--- config.mk ---
export PLATFORM = sky130hd
export DESIGN_NAME = irq_hub
export DESIGN_NICKNAME = d
export VERILOG_FILES = /design/src/rtl/irqc_pkg.sv /design/src/rtl/irqc_edge_sync.sv /design/src/rtl/irqc_pending.sv /design/src/rtl/irqc_regs.sv /design/src/rtl/irq_hub.sv
export SDC_FILE = /design/constraint.sdc
export NUM_CORES = 1
export LEC_CHECK = 0
export ABC_AREA = 1
export BUFFER_PORTS_ARGS = -buffer_cell sky130_fd_sc_hd__buf_4
export CORE_MARGIN = 5
export CORE_UTILIZATION = 40
export DETAILED_ROUTE_END_ITERATION = 8
export MAX_ROUTING_LAYER = met4
export PLACE_DENSITY = 0.74
export SYNTH_ARGS = -nofsm -noshare
export SYNTH_HDL_FRONTEND = slang
export SYNTH_HIERARCHICAL = 1
export SYNTH_SLANG_ARGS = --single-unit
--- constraint.sdc ---
create_clock -name clk_i -period 7.2 [get_ports clk_i]
set_clock_uncertainty 0.1 [all_clocks]
set_input_delay 1.44 -clock clk_i [delete_from_list [all_inputs] [get_ports clk_i]]
set_output_delay 1.44 -clock clk_i [all_outputs]
set_load 0.01 [all_outputs]
--- src/rtl/irqc_pkg.sv ---
package irqc_pkg;
  localparam int unsigned REG_AW = 3;

  typedef enum logic [REG_AW-1:0] {
    A_VECTOR = 3'd0,
    A_CAUSE  = 3'd1,
    A_MASK   = 3'd2,
    A_STATUS = 3'd3,
    A_EPC    = 3'd4
  } reg_addr_e;
endpackage

--- src/rtl/irqc_edge_sync.sv ---
module irqc_edge_sync #(
  parameter int unsigned N      = 8,
  parameter int unsigned STAGES = 2
) (
  input  logic         clk_i,
  input  logic         rst_ni,
  input  logic [N-1:0] pin_i,
  output logic [N-1:0] edge_o
);
  for (genvar g = 0; g < N; g++) begin : g_bit
    logic [STAGES:0] chain_q;
    logic [STAGES:0] chain_d;

    always_comb chain_d = {chain_q[STAGES-1:0], pin_i[g]};

    always_ff @(posedge clk_i or negedge rst_ni) begin
      if (!rst_ni) chain_q <= '0;
      else         chain_q <= chain_d;
    end

    assign edge_o[g] = chain_q[STAGES-1] & ~chain_q[STAGES];
  end

  // an edge indication lasts exactly one cycle
  p_edge_pulse_r3: assert property (@(posedge clk_i) disable iff (!rst_ni)
    (|edge_o) |=> ((edge_o & $past(edge_o)) == '0));
endmodule

--- src/rtl/irqc_pending.sv ---
module irqc_pending #(
  parameter int unsigned N = 16
) (
  input  logic         clk_i,
  input  logic         rst_ni,
  input  logic [N-1:0] set_i,
  input  logic [N-1:0] clr_i,
  output logic [N-1:0] cause_o
);
  logic [N-1:0] cause_q;
  logic [N-1:0] cause_d;
  logic         cause_en;

  always_comb begin
    cause_en = (|set_i) | (|clr_i);
    cause_d  = (cause_q & ~clr_i) | set_i;
  end

  always_ff @(posedge clk_i or negedge rst_ni) begin
    if (!rst_ni)       cause_q <= '0;
    else if (cause_en) cause_q <= cause_d;
  end

  assign cause_o = cause_q;

  // a set request always lands, even against a clear
  p_set_lands_r9: assert property (@(posedge clk_i) disable iff (!rst_ni)
    (|set_i) |=> ((cause_q & $past(set_i)) == $past(set_i)));

  // cleared bits without a concurrent set go to zero
  p_w1c_r4: assert property (@(posedge clk_i) disable iff (!rst_ni)
    (|clr_i) |=> ((cause_q & $past(clr_i & ~set_i)) == '0));

  // pending bits never fall without a clear
  p_hold_r2: assert property (@(posedge clk_i) disable iff (!rst_ni)
    1'b1 |=> ((~cause_q & $past(cause_q & ~clr_i)) == '0));
endmodule

--- src/rtl/irqc_regs.sv ---
module irqc_regs
  import irqc_pkg::*;
#(
  parameter int unsigned    DW      = 32,
  parameter int unsigned    NSRC    = 16,
  parameter logic [DW-1:0]  VEC_RST = 32'h0000_0100
) (
  input  logic              clk_i,
  input  logic              rst_ni,
  input  logic              sel_i,
  input  logic              wr_i,
  input  logic [REG_AW-1:0] addr_i,
  input  logic [DW-1:0]     wdata_i,
  output logic [DW-1:0]     rdata_o,
  input  logic [NSRC-1:0]   cause_i,
  output logic [NSRC-1:0]   clr_o,
  input  logic              ack_i,
  input  logic [DW-1:0]     ret_pc_i,
  output logic [NSRC-1:0]   mask_o,
  output logic              gie_o,
  output logic [DW-1:0]     vector_o
);
  logic            wr_en;
  logic [DW-1:0]   vec_q, vec_d;
  logic            vec_en;
  logic [NSRC-1:0] mask_q, mask_d;
  logic            mask_en;
  logic            gie_q, gie_d;
  logic            gie_en;
  logic [DW-1:0]   epc_q, epc_d;
  logic            epc_en;
  logic            unused_wbits;

  assign unused_wbits = ^wdata_i;

  always_comb begin
    wr_en   = sel_i & wr_i;
    vec_en  = wr_en && (addr_i == A_VECTOR);
    vec_d   = wdata_i;
    mask_en = wr_en && (addr_i == A_MASK);
    mask_d  = wdata_i[NSRC-1:0];
    epc_en  = ack_i;
    epc_d   = ret_pc_i;
    gie_en  = ack_i | (wr_en && (addr_i == A_STATUS));
    gie_d   = ack_i ? 1'b0 : wdata_i[0];
    clr_o   = (wr_en && (addr_i == A_CAUSE)) ? wdata_i[NSRC-1:0] : '0;
  end

  always_ff @(posedge clk_i or negedge rst_ni) begin
    if (!rst_ni) begin
      vec_q  <= VEC_RST;
      mask_q <= '0;
      gie_q  <= 1'b0;
      epc_q  <= '0;
    end else begin
      if (vec_en)  vec_q  <= vec_d;
      if (mask_en) mask_q <= mask_d;
      if (gie_en)  gie_q  <= gie_d;
      if (epc_en)  epc_q  <= epc_d;
    end
  end

  always_comb begin
    rdata_o = '0;
    if (sel_i) begin
      case (addr_i)
        A_VECTOR: rdata_o = vec_q;
        A_CAUSE:  rdata_o = DW'(cause_i);
        A_MASK:   rdata_o = DW'(mask_q);
        A_STATUS: rdata_o = DW'(gie_q);
        A_EPC:    rdata_o = epc_q;
        default:  rdata_o = '0;
      endcase
    end
  end

  assign mask_o   = mask_q;
  assign gie_o    = gie_q;
  assign vector_o = vec_q;

  // the return address is taken on acknowledge
  p_epc_capture_r6: assert property (@(posedge clk_i) disable iff (!rst_ni)
    ack_i |=> (epc_q == $past(ret_pc_i)));

  // acknowledge leaves global enable clear, whatever software wrote
  p_ack_wins_r10: assert property (@(posedge clk_i) disable iff (!rst_ni)
    ack_i |=> !gie_q);
endmodule

--- src/rtl/irq_hub.sv ---
module irq_hub
  import irqc_pkg::*;
#(
  parameter int unsigned   N_INT       = 8,
  parameter int unsigned   N_EXT       = 8,
  parameter int unsigned   DW          = 32,
  parameter int unsigned   SYNC_STAGES = 2,
  parameter logic [31:0]   VEC_RST     = 32'h0000_0100
) (
  input  logic              clk_i,
  input  logic              rst_ni,
  input  logic [N_INT-1:0]  int_src_i,
  input  logic [N_EXT-1:0]  ext_pin_i,
  input  logic              sel_i,
  input  logic              wr_i,
  input  logic [REG_AW-1:0] addr_i,
  input  logic [DW-1:0]     wdata_i,
  output logic [DW-1:0]     rdata_o,
  output logic              irq_o,
  input  logic              irq_ack_i,
  input  logic [DW-1:0]     ret_pc_i,
  output logic [DW-1:0]     vector_o
);
  localparam int unsigned NSRC = N_INT + N_EXT;

  logic [1:0]       rst_sync_q;
  logic             rst_n_int;
  logic [N_EXT-1:0] ext_edge;
  logic [NSRC-1:0]  set_vec;
  logic [NSRC-1:0]  clr_vec;
  logic [NSRC-1:0]  cause;
  logic [NSRC-1:0]  mask;
  logic             gie;

  always_ff @(posedge clk_i or negedge rst_ni) begin
    if (!rst_ni) rst_sync_q <= 2'b00;
    else         rst_sync_q <= {rst_sync_q[0], 1'b1};
  end
  assign rst_n_int = rst_sync_q[1];

  irqc_edge_sync #(.N(N_EXT), .STAGES(SYNC_STAGES)) i_edge (
    .clk_i  (clk_i),
    .rst_ni (rst_n_int),
    .pin_i  (ext_pin_i),
    .edge_o (ext_edge)
  );

  assign set_vec = {ext_edge, int_src_i};

  irqc_pending #(.N(NSRC)) i_pend (
    .clk_i   (clk_i),
    .rst_ni  (rst_n_int),
    .set_i   (set_vec),
    .clr_i   (clr_vec),
    .cause_o (cause)
  );

  irqc_regs #(.DW(DW), .NSRC(NSRC), .VEC_RST(DW'(VEC_RST))) i_regs (
    .clk_i    (clk_i),
    .rst_ni   (rst_n_int),
    .sel_i    (sel_i),
    .wr_i     (wr_i),
    .addr_i   (addr_i),
    .wdata_i  (wdata_i),
    .rdata_o  (rdata_o),
    .cause_i  (cause),
    .clr_o    (clr_vec),
    .ack_i    (irq_ack_i),
    .ret_pc_i (ret_pc_i),
    .mask_o   (mask),
    .gie_o    (gie),
    .vector_o (vector_o)
  );

  assign irq_o = (|(cause & mask)) & gie;

  // once acknowledged, no request until software re-enables
  p_quiet_after_ack_r8: assert property (@(posedge clk_i) disable iff (!rst_n_int)
    (irq_ack_i && !(sel_i && wr_i && addr_i == A_STATUS)) |=> !irq_o);
endmodule

# Yosys cells after proc, flatten, opt, wreduce, memory -nomap -nowiden

Index checks and enable logic that the tools add are counted.

Equal/unequal tests: 4
Reduce and logical (&&, ||, !) cells: 8
$mul: 0
Bitwise logic cells: 24
Mux-type cells: 4
Divide/modulo/power cells: 0
Shift-type cells: 0
$lt $le $gt $ge: 0
Add/subtract/negate cells: 0

Operator list:

| kind                                                 | number |
|---|---|
| case mux 32 bit (5 select lines)                     | 1 |
| OR reduction 16 bit                                  | 3 |
| bitwise AND 16 bit                                   | 2 |
| 2-to-1 mux 32 bit                                    | 1 |
| 2-to-1 mux 16 bit                                    | 1 |
| inverter 16 bit                                      | 1 |
| OR 16 bit                                            | 1 |
| bitwise AND 1 bit                                    | 10 |
| inverter 1 bit                                       | 8 |
| equality test 3 x 2 -> 1 bit (second input constant) | 2 |
| logical AND 1 bit                                    | 4 |
| equality test 3 x 1 -> 1 bit (second input constant) | 1 |
| equality test 3 bit (second input constant)          | 1 |
| logical NOT 3 bit                                    | 1 |
| OR 1 bit                                             | 2 |
| 2-to-1 mux 1 bit                                     | 1 |

Output and inout bits: 65
Word-level logic and storage cells: 54
Bits in latches: 0
RAM bits: 0
Input bits: 88
ROM bits: 0
Memories: 0
Register bits after elaboration: 123

# Longest topological paths before layout

Gate-level depths: netlist of the first run.

Depth in word-level cells: 6
Gate-level depth with buffers: 9
Gate-level depth less buffers: 7

# Cells and area by module

The synthesis of the first run kept the hierarchy.

Modules (own cells, without submodules):

| module         | instances | cells an instance | seq. area each (um^2) | area each (um^2) |
|---|---|---|---|---|
| irqc_regs      | 1         | 551               | 2028.2                | 4046.4 |
| irqc_edge_sync | 1         | 40                | 600.6                 | 680.7 |
| irqc_pending   | 1         | 80                | 400.4                 | 640.6 |
| irq_hub        | 1         | 36                | 50.0                  | 177.7 |

# Least setup slack after synthesis of the first run

Ideal clock, no wire load.

Path kind: input to output
From: in addr_i[0]
To: out rdata_o[17]
Path slack: 3.250 ns
Cell stages on the path: 8
Buffers on the path: 3
Data required time: 5.660 ns
Arrival time: 2.410 ns
Cells stage by stage: buf_2 -> inv_1 -> nand2_2 -> nor2_4 -> buf_4 -> buf_6 -> nand2_1 -> a21oi_1

Cells in the longest elaborated chain, start to end: 3
Elaborated cells between the ends (all ways): 7
Classes of those cells: 4 x eq/ne; 2 x mux; 1 x reduce/logical

RTL lines:

| what                                        | line            | RTL |
|---|---|---|
| start, declared                             | irq_hub.sv:16   | `input logic [REG_AW-1:0] addr_i,` |
| equality test 3 bit (tied with other cells) | irqc_regs.sv:66 | `case (addr_i)` |
| case mux 32 bit (5 select lines) (*)        | irqc_regs.sv:66 |  |
| 2-to-1 mux 32 bit (*)                       | irqc_regs.sv:65 | `if (sel_i) begin` |
| end, declared                               | irq_hub.sv:18   | `output logic [DW-1:0] rdata_o,` |

Every way passes the cells marked *; elsewhere a longest branch is shown, timed or not.

# Worst setup path after layout of the first run

From: in addr_i[1]
To: out rdata_o[15]

The elaborated chain is that of the path after synthesis.

==> impl_metrics.py, run 1 <==
metrics = {
    "pwr": {
        "comb_power_share_pct": 14.1,
        "power_density_mw_per_mm2": 281.5,
        "p_leak_nw": 4.041,
        "pwr-share-clk_pct": 45.6,
        "p_int_mw": 1.570,
        "vdd.ir_drop.worst_mv": 0.1917,
        "seqPwrFrac_pct": 40.3,
        "netSwitchingPower_uw": 518.9,
        "swShare_pct": 24.84,
    },
    "floorplan": {
        "num_rows": 43,
        "initial_core_util_pct": 40.42,
        "io_pins": 153,
        "coreArea_mm2": 0.01372,
        "dieArea_mm2": 0.01632,
        "die_w_um": 127.7,
        "fp.dieH_um": 127.7,
    },
    "setup_path": {
        "crit_buf_inv": 4,
        "crit_family": "buffers and inverters",
        "crit_fanout": 33,
        "worst-path-stages": 10,
        "worstSetupPathType": "input pin to output pin",
        "cp.required_ns": 5.66,
        "crit_top_cell": "buf_4",
        "critical_path_arrival_ns": 3.04,
        "cpPeakStageDelay_ns": 0.41,
        "critical_path.slowest_cell": "buf_4",
        "ff2ff_path_depth": 1,
        "setup.worst_path.start_class": "input pin",
        "cp_cell_sequence": "buf_4 > inv_2 > nand2_2 > nor2_4 > buf_4 > nand2_1 > nand2_1 > nor2_1 > nor2_1 > buf_4",
        "end_kind": "output pin",
    },
    "clocking": {
        "cts.clk_slew.worst_paths_ns": 0.05,
        "post_cts_resized": 0,
        "clock-sinks": 123,
        "hold_buffers": 0,
        "htreeDepth": 4,
        "numCtsBuffers": 17,
        "cts_tree": "built",
        "cts_buffer_depth": 2,
        "clkLatencyLatePin_ns": 0.41,
        "post-cts-setup-buffers": 0,
        "cts_root_buffer": "clkbuf_16",
    },
    "yosys": {
        "synth_top_area_share_pct": 55.05,
        "synth_edf_count": 0,
        "syn-cell-area_mm2": 0.005545,
        "synth_seq_area_share_pct": 55.53,
        "synth_nets": 795,
        "synth_area_per_cell_um2": 7.843,
        "synth.distinct_cells": 23,
        "ys.flop_type": "dfrtp_1",
        "ys_warn_count": 6,
        "async_flop_share_pct": 100.0,
        "syn_inst": 707,
        "synth_top_cells_by_area": "dfrtp_1 55%, nand2_1 20%, inv_1 5.1%",
        "ys_ff_latch": 123,
        "synth_top_area_cell": "dfrtp_1",
    },
    "drt": {
        "ant_nets": 0,
        "via_count": 4967,
        "viasPerCell": 4.767,
        "dr.first_iter.drc_count": 331,
        "wl_um": 15600,
        "routedWlPerCell_um": 14.97,
        "dr.pass1.iters": 6,
        "drc": 0,
    },
    "min_path": {
        "holdCritPathClass": "flip-flop to async pin",
    },
    "sta": {
        "setup_viol": 0,
        "slew_violations": 0,
        "worst_pin_slew_ns": 1.130,
        "fin_crit_sh_pct": 63.55,
        "timing.setup.tns_ns": 0,
        "slew_headroom_pct": 24.57,
        "fmax_mhz": 218.6,
        "final-hold-violation-count": 0,
        "period_minus_slack_ns": 4.575,
        "rsz0062_at_grt": "false",
    },
    "run_status": {
        "outcome": "completed",
    },
    "cells_and_area": {
        "fillers": 1335,
        "syn2layout_area_growth_pct": 33.84,
        "drive_gt1_share_pct": 24.25,
        "nets": 937,
        "diodes": 0,
        "finalInstanceArea_mm2": 0.007422,
    },
    "global_routing": {
        "grt_pass1_vias": 4891,
        "grt-ovfl-total": 0,
        "antenna_found_initial": 0,
        "grt_max_degree": 89,
        "track_usage_pct": 19.93,
        "grt_pass1_wl_um": 24540,
    },
    "placed_design": {
        "hpwl_um": 10670,
        "port_buffers": 152,
        "place_congestion": 0.8609,
        "dpl-instance-area_mm2": 0.006756,
    },
    "run": {
        "maxCapViolCount": 0,
    },
}
[cells by family (layout without fill, tap and decap cells)]
family | after synthesis | count (layout) | share of synthesized area [%]
AO/OA/AOI/OAI | 65 | 65 | 6.137
buffers and inverters | 111 | 266 | 8.664
flip-flops | 123 | 123 | 55.53
other | 1 | 1 | 0.06762
AND/OR/NAND/NOR | 407 | 407 | 29.60
[registers in the layout, summed over array words and instances, names as in the netlist]
register / count
i_regs/mask_o: 16
i_edge/g_bit.chain_q: 24
i_regs/gie_o: 1
rst_sync_q: 2
i_pend/cause_o: 16
i_regs/vector_o: 32
i_regs/epc_q: 32
[synthesized netlist by cell type (3+ instances only)]
library cell and count:
clkbuf_1 13, inv_2 3, nor2_1 56, nand4_1 3, inv_1 76, o21ai_2 4
nand3_1 35, nand2_1 297, o21ai_1 16, buf_2 9, buf_4 6, nor2_2 9
dfrtp_1 122, o21ai_0 29, buf_6 4, a21oi_1 16
[metrics by stage]
step                hold WS [ns]  setup slack, ns  utilization [%]  power, mW  instances
floorplan                 0.2312            3.250                -     0.9886        707
global placement          0.1942            2.660            49.25      1.141       1010
detailed placement        0.1917            2.638            49.25      1.151       1010
CTS                       0.1970            2.633            54.10      2.116       1042
global route              0.2249            2.462            54.10      2.193       1042
finish                    0.1764            2.625            54.10      2.089       1042
[final timing paths]
check	slack (ns)	from	to
worst min-delay path	0.18	rst_sync_q[1]$_DFF_PN0_	i_regs/epc_q[17]$_DFFE_PN0P_
min in group clk_i	0.24	rst_sync_q[0]$_DFF_PN0_	rst_sync_q[1]$_DFF_PN0_
worst max register to register	5.33	rst_sync_q[1]$_DFF_PN0_	i_pend/cause_o[2]$_DFFE_PN0P_
max in group asynchronous	5.33	rst_sync_q[1]$_DFF_PN0_	i_pend/cause_o[2]$_DFFE_PN0P_
worst min register to register	0.18	rst_sync_q[1]$_DFF_PN0_	i_regs/epc_q[17]$_DFFE_PN0P_
worst max-delay path	2.62	addr_i[1]	rdata_o[15]
[cells in the final DEF, fill, tap and decap left out, drive strengths merged]
cell,instances
clkbuf,21
dfrtp,122
clkinvlp,1
buf,155
nand2,299
nand4,3
conb,1
a21oi,16
o21ai,49
nand3,36
dfstp,1
inv,80
bufinv,6
nor3,2
clkinv,3
nor2,67
[area by class of cell]
class,count,area [µm²],area share (%)
well taps,180,225.2,3.034
multi-input cells,473,1988,26.79
flip-flops and latches,123,3083,41.54
inverters,79,296.5,3.995
clock inverters,11,215.2,2.900
repair buffers,155,1164,15.68
clock buffers,21,450.4,6.069
[metal layers]
metal | track usage (%) | up-vias | share of wire (%)
li1 | - | 2433 | -
met1 | 25.15 | 2317 | 43
met2 | 29.91 | 182 | 47
met3 | 5.875 | 35 | 7.1
met4 | 8.614 | 0 | 2.7
met5 | - | - | 0
[power by group through the flow]
stage | sequential [mW] | clock, mW | combinational, mW
finish | 0.842 | 0.952 | 0.294
CTS | 0.842 | 0.975 | 0.299
global route | 0.854 | 1.01 | 0.330
detailed placement | 0.853 | 0 | 0.298
global placement | 0.851 | 0 | 0.291
floorplan | 0.858 | 0 | 0.130
Power figures use the tool's default switching activity.
==> run 2, diff against run 1 <==
ABC_AREA = 0   (was 1)
clock period = 4.3 ns   (was 7.2 ns; I/O delays follow)
==> run 2 against run 1 <==
  * Synthesized area fell by 3.1%
  * Flip-flop and latch count did not move
  * Critical path type unchanged
  * Combinational power rose by 84%
  * Synthesized cell count fell by 42%
==> impl_metrics.py, run 2 <==
metrics = {
    "yosys": {
        "synth_top_cells_by_area": "dfrtp_1 57%, mux2_2 17%, mux2i_1 3.0%",
        "ys_warn_count": 6,
        "synth_seq_area_share_pct": 57.33,
        "synthTopCellsByCount": "122 x dfrtp_1, 80 x mux2_2, 19 x a22oi_1",
        "synth_nets": 499,
        "synth_top_area_cell": "dfrtp_1",
        "syn_inst": 411,
        "ys.flop_type": "dfrtp_1",
        "yosysMostFrequentCell": "dfrtp_1",
        "synth.distinct_cells": 33,
        "synth_edf_count": 0,
        "syn-cell-area_mm2": 0.005371,
        "synth_top_area_share_pct": 56.84,
        "async_flop_share_pct": 100.0,
        "ys_ff_latch": 123,
        "synth_area_per_cell_um2": 13.07,
    },
    "placed_design": {
        "dpl-instance-area_mm2": 0.006678,
        "hpwl_um": 9947,
        "place_congestion": 0.8159,
        "dp_slack_ns": 0.8875,
        "placedCellCount": 723,
        "port_buffers": 152,
    },
    "pwr": {
        "netSwitchingPower_uw": 833.1,
        "vdd.ir_drop.worst_mv": 0.2362,
        "p_int_mw": 2.571,
        "power_density_mw_per_mm2": 467.6,
        "pwr-share-clk_pct": 41.9,
        "seqPwrFrac_pct": 42.3,
        "comb_power_share_pct": 15.9,
        "swShare_pct": 24.48,
        "p_leak_nw": 3.298,
        "power_mw": 3.404,
    },
    "setup_path": {
        "timing.rr.end": "i_regs/epc_q[9]$_DFFE_PN0P_",
        "crit_buf_inv": 2,
        "setup.worst_path.start_class": "input pin",
        "ff2ff_path_depth": 1,
        "critical_path.slowest_cell": "nand2_1",
        "end_kind": "output pin",
        "critical_path_arrival_ns": 2.44,
        "crit_fanout": 39,
        "cp.required_ns": 3.34,
        "cpPeakStageDelay_ns": 0.46,
        "cp_cell_sequence": "buf_4 > o21ai_0 > nand2_1 > a221oi_1 > buf_4",
        "worst-path-stages": 5,
        "crit_top_cell": "buf_4",
        "crit_end": "rdata_o[11]",
        "r2r_start": "rst_sync_q[1]$_DFF_PN0_",
        "worstSetupPathType": "input pin to output pin",
        "rrSetupSlack_ns": 2.91,
        "crit_family": "compound AO/OA/AOI/OAI gates",
        "startpoint": "addr_i[1]",
    },
    "sta": {
        "setup_viol": 0,
        "fmax_mhz": 294.4,
        "slew_violations": 0,
        "period_minus_slack_ns": 3.397,
        "setup_ws_ns": 0.9029,
        "worst_pin_slew_ns": 1.050,
        "rsz0062_at_grt": "false",
        "final-hold-violation-count": 0,
        "timing.setup.tns_ns": 0,
        "slew_headroom_pct": 29.95,
        "fin_crit_sh_pct": 79.00,
    },
    "cells_and_area": {
        "finalInstanceArea_mm2": 0.007279,
        "seqCellArea_mm2": 0.003083,
        "nets": 654,
        "diodes": 0,
        "layout_commonest_cell": "buf_4",
        "multi_input_area_mm2": 0.002106,
        "syn2layout_area_growth_pct": 35.52,
        "drive_gt1_share_pct": 49.57,
        "final_cells": 755,
        "layout_common_cells": "160 x buf_4, 121 x dfrtp_1, 80 x mux2_2, 19 x a22oi_1",
        "fillers": 1125,
    },
    "clocking": {
        "hold_buffers": 0,
        "cts_buffer_depth": 2,
        "cts_root_buffer": "clkbuf_16",
        "post_cts_resized": 0,
        "htreeDepth": 4,
        "cts_tree": "built",
        "clkLatencyLatePin_ns": 0.40,
        "clock-sinks": 123,
        "cts.clk_slew.worst_paths_ns": 0.05,
        "numCtsBuffers": 17,
        "post-cts-setup-buffers": 0,
    },
    "drt": {
        "drc": 0,
        "via_count": 3907,
        "routedWlPerCell_um": 18.78,
        "ant_nets": 0,
        "dr.pass1.iters": 4,
        "dr.first_iter.drc_count": 173,
        "viasPerCell": 5.175,
        "wl_um": 14180,
    },
    "floorplan": {
        "io_pins": 153,
        "dieArea_mm2": 0.01585,
        "die_w_um": 125.9,
        "num_rows": 42,
        "fp.dieH_um": 125.9,
        "initial_core_util_pct": 40.72,
        "coreArea_mm2": 0.01319,
    },
    "global_routing": {
        "grt_pass1_wl_um": 22800,
        "grt_max_degree": 51,
        "grt_pass1_vias": 4277,
        "antenna_found_initial": 0,
        "grt-ovfl-total": 0,
        "track_usage_pct": 18.94,
    },
    "run_status": {
        "outcome": "completed",
    },
    "min_path": {
        "holdCritPathClass": "input pin to async pin",
    },
    "run": {
        "maxCapViolCount": 0,
    },
}
==> run 2: layer usage <==
layer  GRT usage, %  wire (µm)  part of all wire, %
met1          22.85       5885                   42
met2          29.80       6808                   48
met3          6.689       1270                  9.0
met4          6.309        213                  1.5
met5              -          0                    0
==> run 2: kinds of logic after synthesis <==
logic type / after synthesis / synth area share, %
flops: 123 / 57.33
mux: 98 / 20.17
compound gates: 75 / 10.34
simple gates: 72 / 8.456
buf+inv: 42 / 3.634
other cells: 1 / 0.06981
==> run 2: area by class of cell <==
class | count | area share (%)
Multi-Input combinational cell | 246 | 28.93
Tap cell | 176 | 3.025
Clock buffer | 26 | 7.133
Sequential cell | 123 | 42.35
Inverter | 18 | 0.9282
Timing Repair Buffer | 160 | 16.50
Clock inverter | 6 | 1.134
==> run 2: worst min-delay path by stage <==
stage	cells past startpoint	end	from
detailed placement	0	i_edge/g_bit[6].chain_q[0]$_DFF_PN0_	rst_sync_q[1]$_DFF_PN0_
floorplan	0	i_edge/g_bit[0].chain_q[1]$_DFF_PN0_	i_edge/g_bit[0].chain_q[0]$_DFF_PN0_
finish	1	rst_sync_q[0]$_DFF_PN0_	rst_ni
global placement	0	i_edge/g_bit[6].chain_q[0]$_DFF_PN0_	rst_sync_q[1]$_DFF_PN0_
CTS	1	rst_sync_q[0]$_DFF_PN0_	rst_ni
global route	1	rst_sync_q[0]$_DFF_PN0_	rst_ni
==> run 2: power groups by stage <==
stage / Clock, mW / Sequential (mW) / Combinational, mW
after CTS: 1.45 / 1.44 / 0.549
after floorplan: 0 / 1.47 / 0.247
after global placement: 0 / 1.45 / 0.534
after global routing: 1.52 / 1.46 / 0.590
after detailed placement: 0 / 1.46 / 0.547
final: 1.43 / 1.44 / 0.540
==> run 2: through the flow <==
step                hold WS, ns  util (%)
CTS                      0.1062     55.19
floorplan                0.2312         -
global placement         0.1921     50.63
finish                   0.1270     55.19
detailed placement       0.1985     50.63
global route             0.1067     55.19
==> run 3, diff against run 2 <==
ABC_AREA = 1   (was 0)
clock period = 3.39 ns   (was 4.3 ns; I/O delays follow)
==> run 3 against run 2 <==
  * Critical path depth rose by 2
  * Die area rose by 3.0%
  * Design area rose by 2.9%
  * Power rose by 29%
  * Hold slack improved by 0.12 ns
  * Cell count rose by 39%
  * Combinational power rose by 16%
  * Via count rose by 27%
  * Register-to-register slack got worse by 0.82 ns
  * Critical path type unchanged
  * Critical endpoint is now rdata_o[15]
==> impl_metrics.py, run 3 (synthesis results as in run 1) <==
metrics = {
    "drt": {
        "wl_met1_um": 6514,
        "routed-wl-met3_um": 920,
        "wl_um": 15090,
        "via_count": 4960,
        "viasPerCell": 4.719,
        "dr.pass1.iters": 5,
        "top_layer_used": "met4",
        "dr.first_iter.drc_count": 322,
        "ant_nets": 0,
        "drc": 0,
        "wl_met2_um": 7312,
        "routedWlPerCell_um": 14.36,
    },
    "floorplan": {
        "fp.dieH_um": 127.7,
        "num_rows": 43,
        "dieArea_mm2": 0.01632,
        "die_w_um": 127.7,
        "initial_core_util_pct": 40.42,
        "coreArea_mm2": 0.01372,
        "io_pins": 153,
    },
    "cells_and_area": {
        "layout_commonest_cell": "nand2_1",
        "drive_gt1_share_pct": 25.26,
        "syn2layout_area_growth_pct": 35.13,
        "nets": 946,
        "final_util_pct": 54.62,
        "diodes": 0,
        "layout_common_cells": "296 x nand2_1, 162 x buf_4, 121 x dfrtp_1, 76 x inv_1, 56 x nor2_1",
        "fillers": 1304,
    },
    "sta": {
        "timing.setup.tns_ns": 0,
        "final-hold-violation-count": 0,
        "slew_headroom_pct": 31.10,
        "setup_ws_ns": 0.5058,
        "worst_pin_slew_ns": 1.032,
        "setup_viol": 0,
        "slew_violations": 0,
        "fmax_mhz": 346.7,
        "fin_crit_sh_pct": 85.08,
        "period_minus_slack_ns": 2.884,
        "rsz0062_at_grt": "false",
    },
    "setup_path": {
        "setup.worst_path.start_class": "input pin",
        "critical_path_arrival_ns": 2.11,
        "end_kind": "output pin",
        "ff2ff_path_depth": 1,
        "cp.required_ns": 2.61,
        "crit_fanout": 19,
        "worstSetupPathType": "input pin to output pin",
    },
    "clocking": {
        "htreeDepth": 4,
        "clock-sinks": 123,
        "post_cts_resized": 0,
        "clkLatencyLatePin_ns": 0.42,
        "cts_buffer_depth": 2,
        "numCtsBuffers": 17,
        "cts_tree": "built",
        "cts.clk_slew.worst_paths_ns": 0.05,
        "cts_root_buffer": "clkbuf_16",
    },
    "run_status": {
        "outcome": "completed",
    },
    "placed_design": {
        "port_buffers": 152,
        "hpwl_um": 10790,
        "dp_slack_ns": 0.5609,
        "place_congestion": 0.8266,
    },
    "min_path": {
        "holdCritPathClass": "flip-flop to flip-flop",
        "hold_depth": 0,
    },
    "pwr": {
        "power_density_mw_per_mm2": 585.0,
        "power_mw": 4.384,
        "vdd.ir_drop.worst_mv": 0.4360,
        "p_leak_nw": 4.087,
    },
    "global_routing": {
        "track_usage_pct": 19.54,
        "antenna_found_initial": 0,
        "grt_pass1_wl_um": 23890,
        "grt_max_degree": 51,
        "grt-ovfl-total": 0,
        "grt_pass1_vias": 4686,
    },
    "run": {
        "maxCapViolCount": 0,
    },
}
==> run 3: cell types whose count changed in the layout (fill, tap and decap cells not counted), moves of 17 or more <==
cell / change
nand3_1: +32
and2_1: -17
a22oi_1: -19
nor2_1: +39
nand2_1: +278
mux2_2: -80
inv_1: +58
o21ai_0: +28
==> run 3: path summary, 6_finish.rpt <==
path	endpoint	startpoint	slack, ns
min reg2reg	i_edge/g_bit[5].chain_q[1]$_DFF_PN0_	i_edge/g_bit[5].chain_q[0]$_DFF_PN0_	0.24
max	rdata_o[15]	addr_i[2]	0.51
min in group asynchronous	i_pend/cause_o[13]$_DFFE_PN0P_	rst_sync_q[1]$_DFF_PN0_	0.27
min	i_edge/g_bit[5].chain_q[1]$_DFF_PN0_	i_edge/g_bit[5].chain_q[0]$_DFF_PN0_	0.24
max in group asynchronous	i_regs/vector_o[8]$_DFFE_PN1P_	rst_sync_q[1]$_DFF_PN0_	2.09
max reg2reg	i_regs/vector_o[8]$_DFFE_PN1P_	rst_sync_q[1]$_DFF_PN0_	2.09
==> run 3: timing repair <==
item,4_1_cts,5_1_grt
buffers inserted,0,0
hold endpoints to repair,2,0
hold buffers,1,0
==> run 3: metal layers <==
layer,GRT usage (%),up-vias
met5,-,-
met4,7.179,0
li1,-,2455
met3,5.125,22
met1,25.11,2343
met2,29.91,140
==> run 3: through the flow <==
stage	instance area, µm²	hold WS (ns)	cells
after floorplan	5547	0.2311	707
after global placement	6829	0.2316	1018
after detailed placement	6829	0.2356	1018
after CTS	7493	0.2404	1051
after global routing	7493	0.2368	1051
final	7493	0.2445	1051
==> run 3: layout make-up <==
cell class	instances	area, µm²	share of cell area [%]
sequential	123	3083	41.14
multi-input combinational	473	1988	26.53
timing repair buffer	164	1246	16.63
clock buffer	22	494.2	6.595
inverter	79	296.5	3.957
tap	180	225.2	3.006
clock inverter	10	160.2	2.137
==> run 3: report_power, final <==
part           internal (mW)  total (mW)  switching (mW)
clock                   1.33        1.97           0.647
sequential              1.64        1.78           0.140
combinational          0.299       0.626           0.327
==> run 3: worst max-delay path: stages <==
cell     delay, ns
buf_4         0.19
inv_2         0.16
nand3_2       0.35
o21ai_0       0.28
nor2_1        0.07
nor2_1        0.21
buf_4         0.17
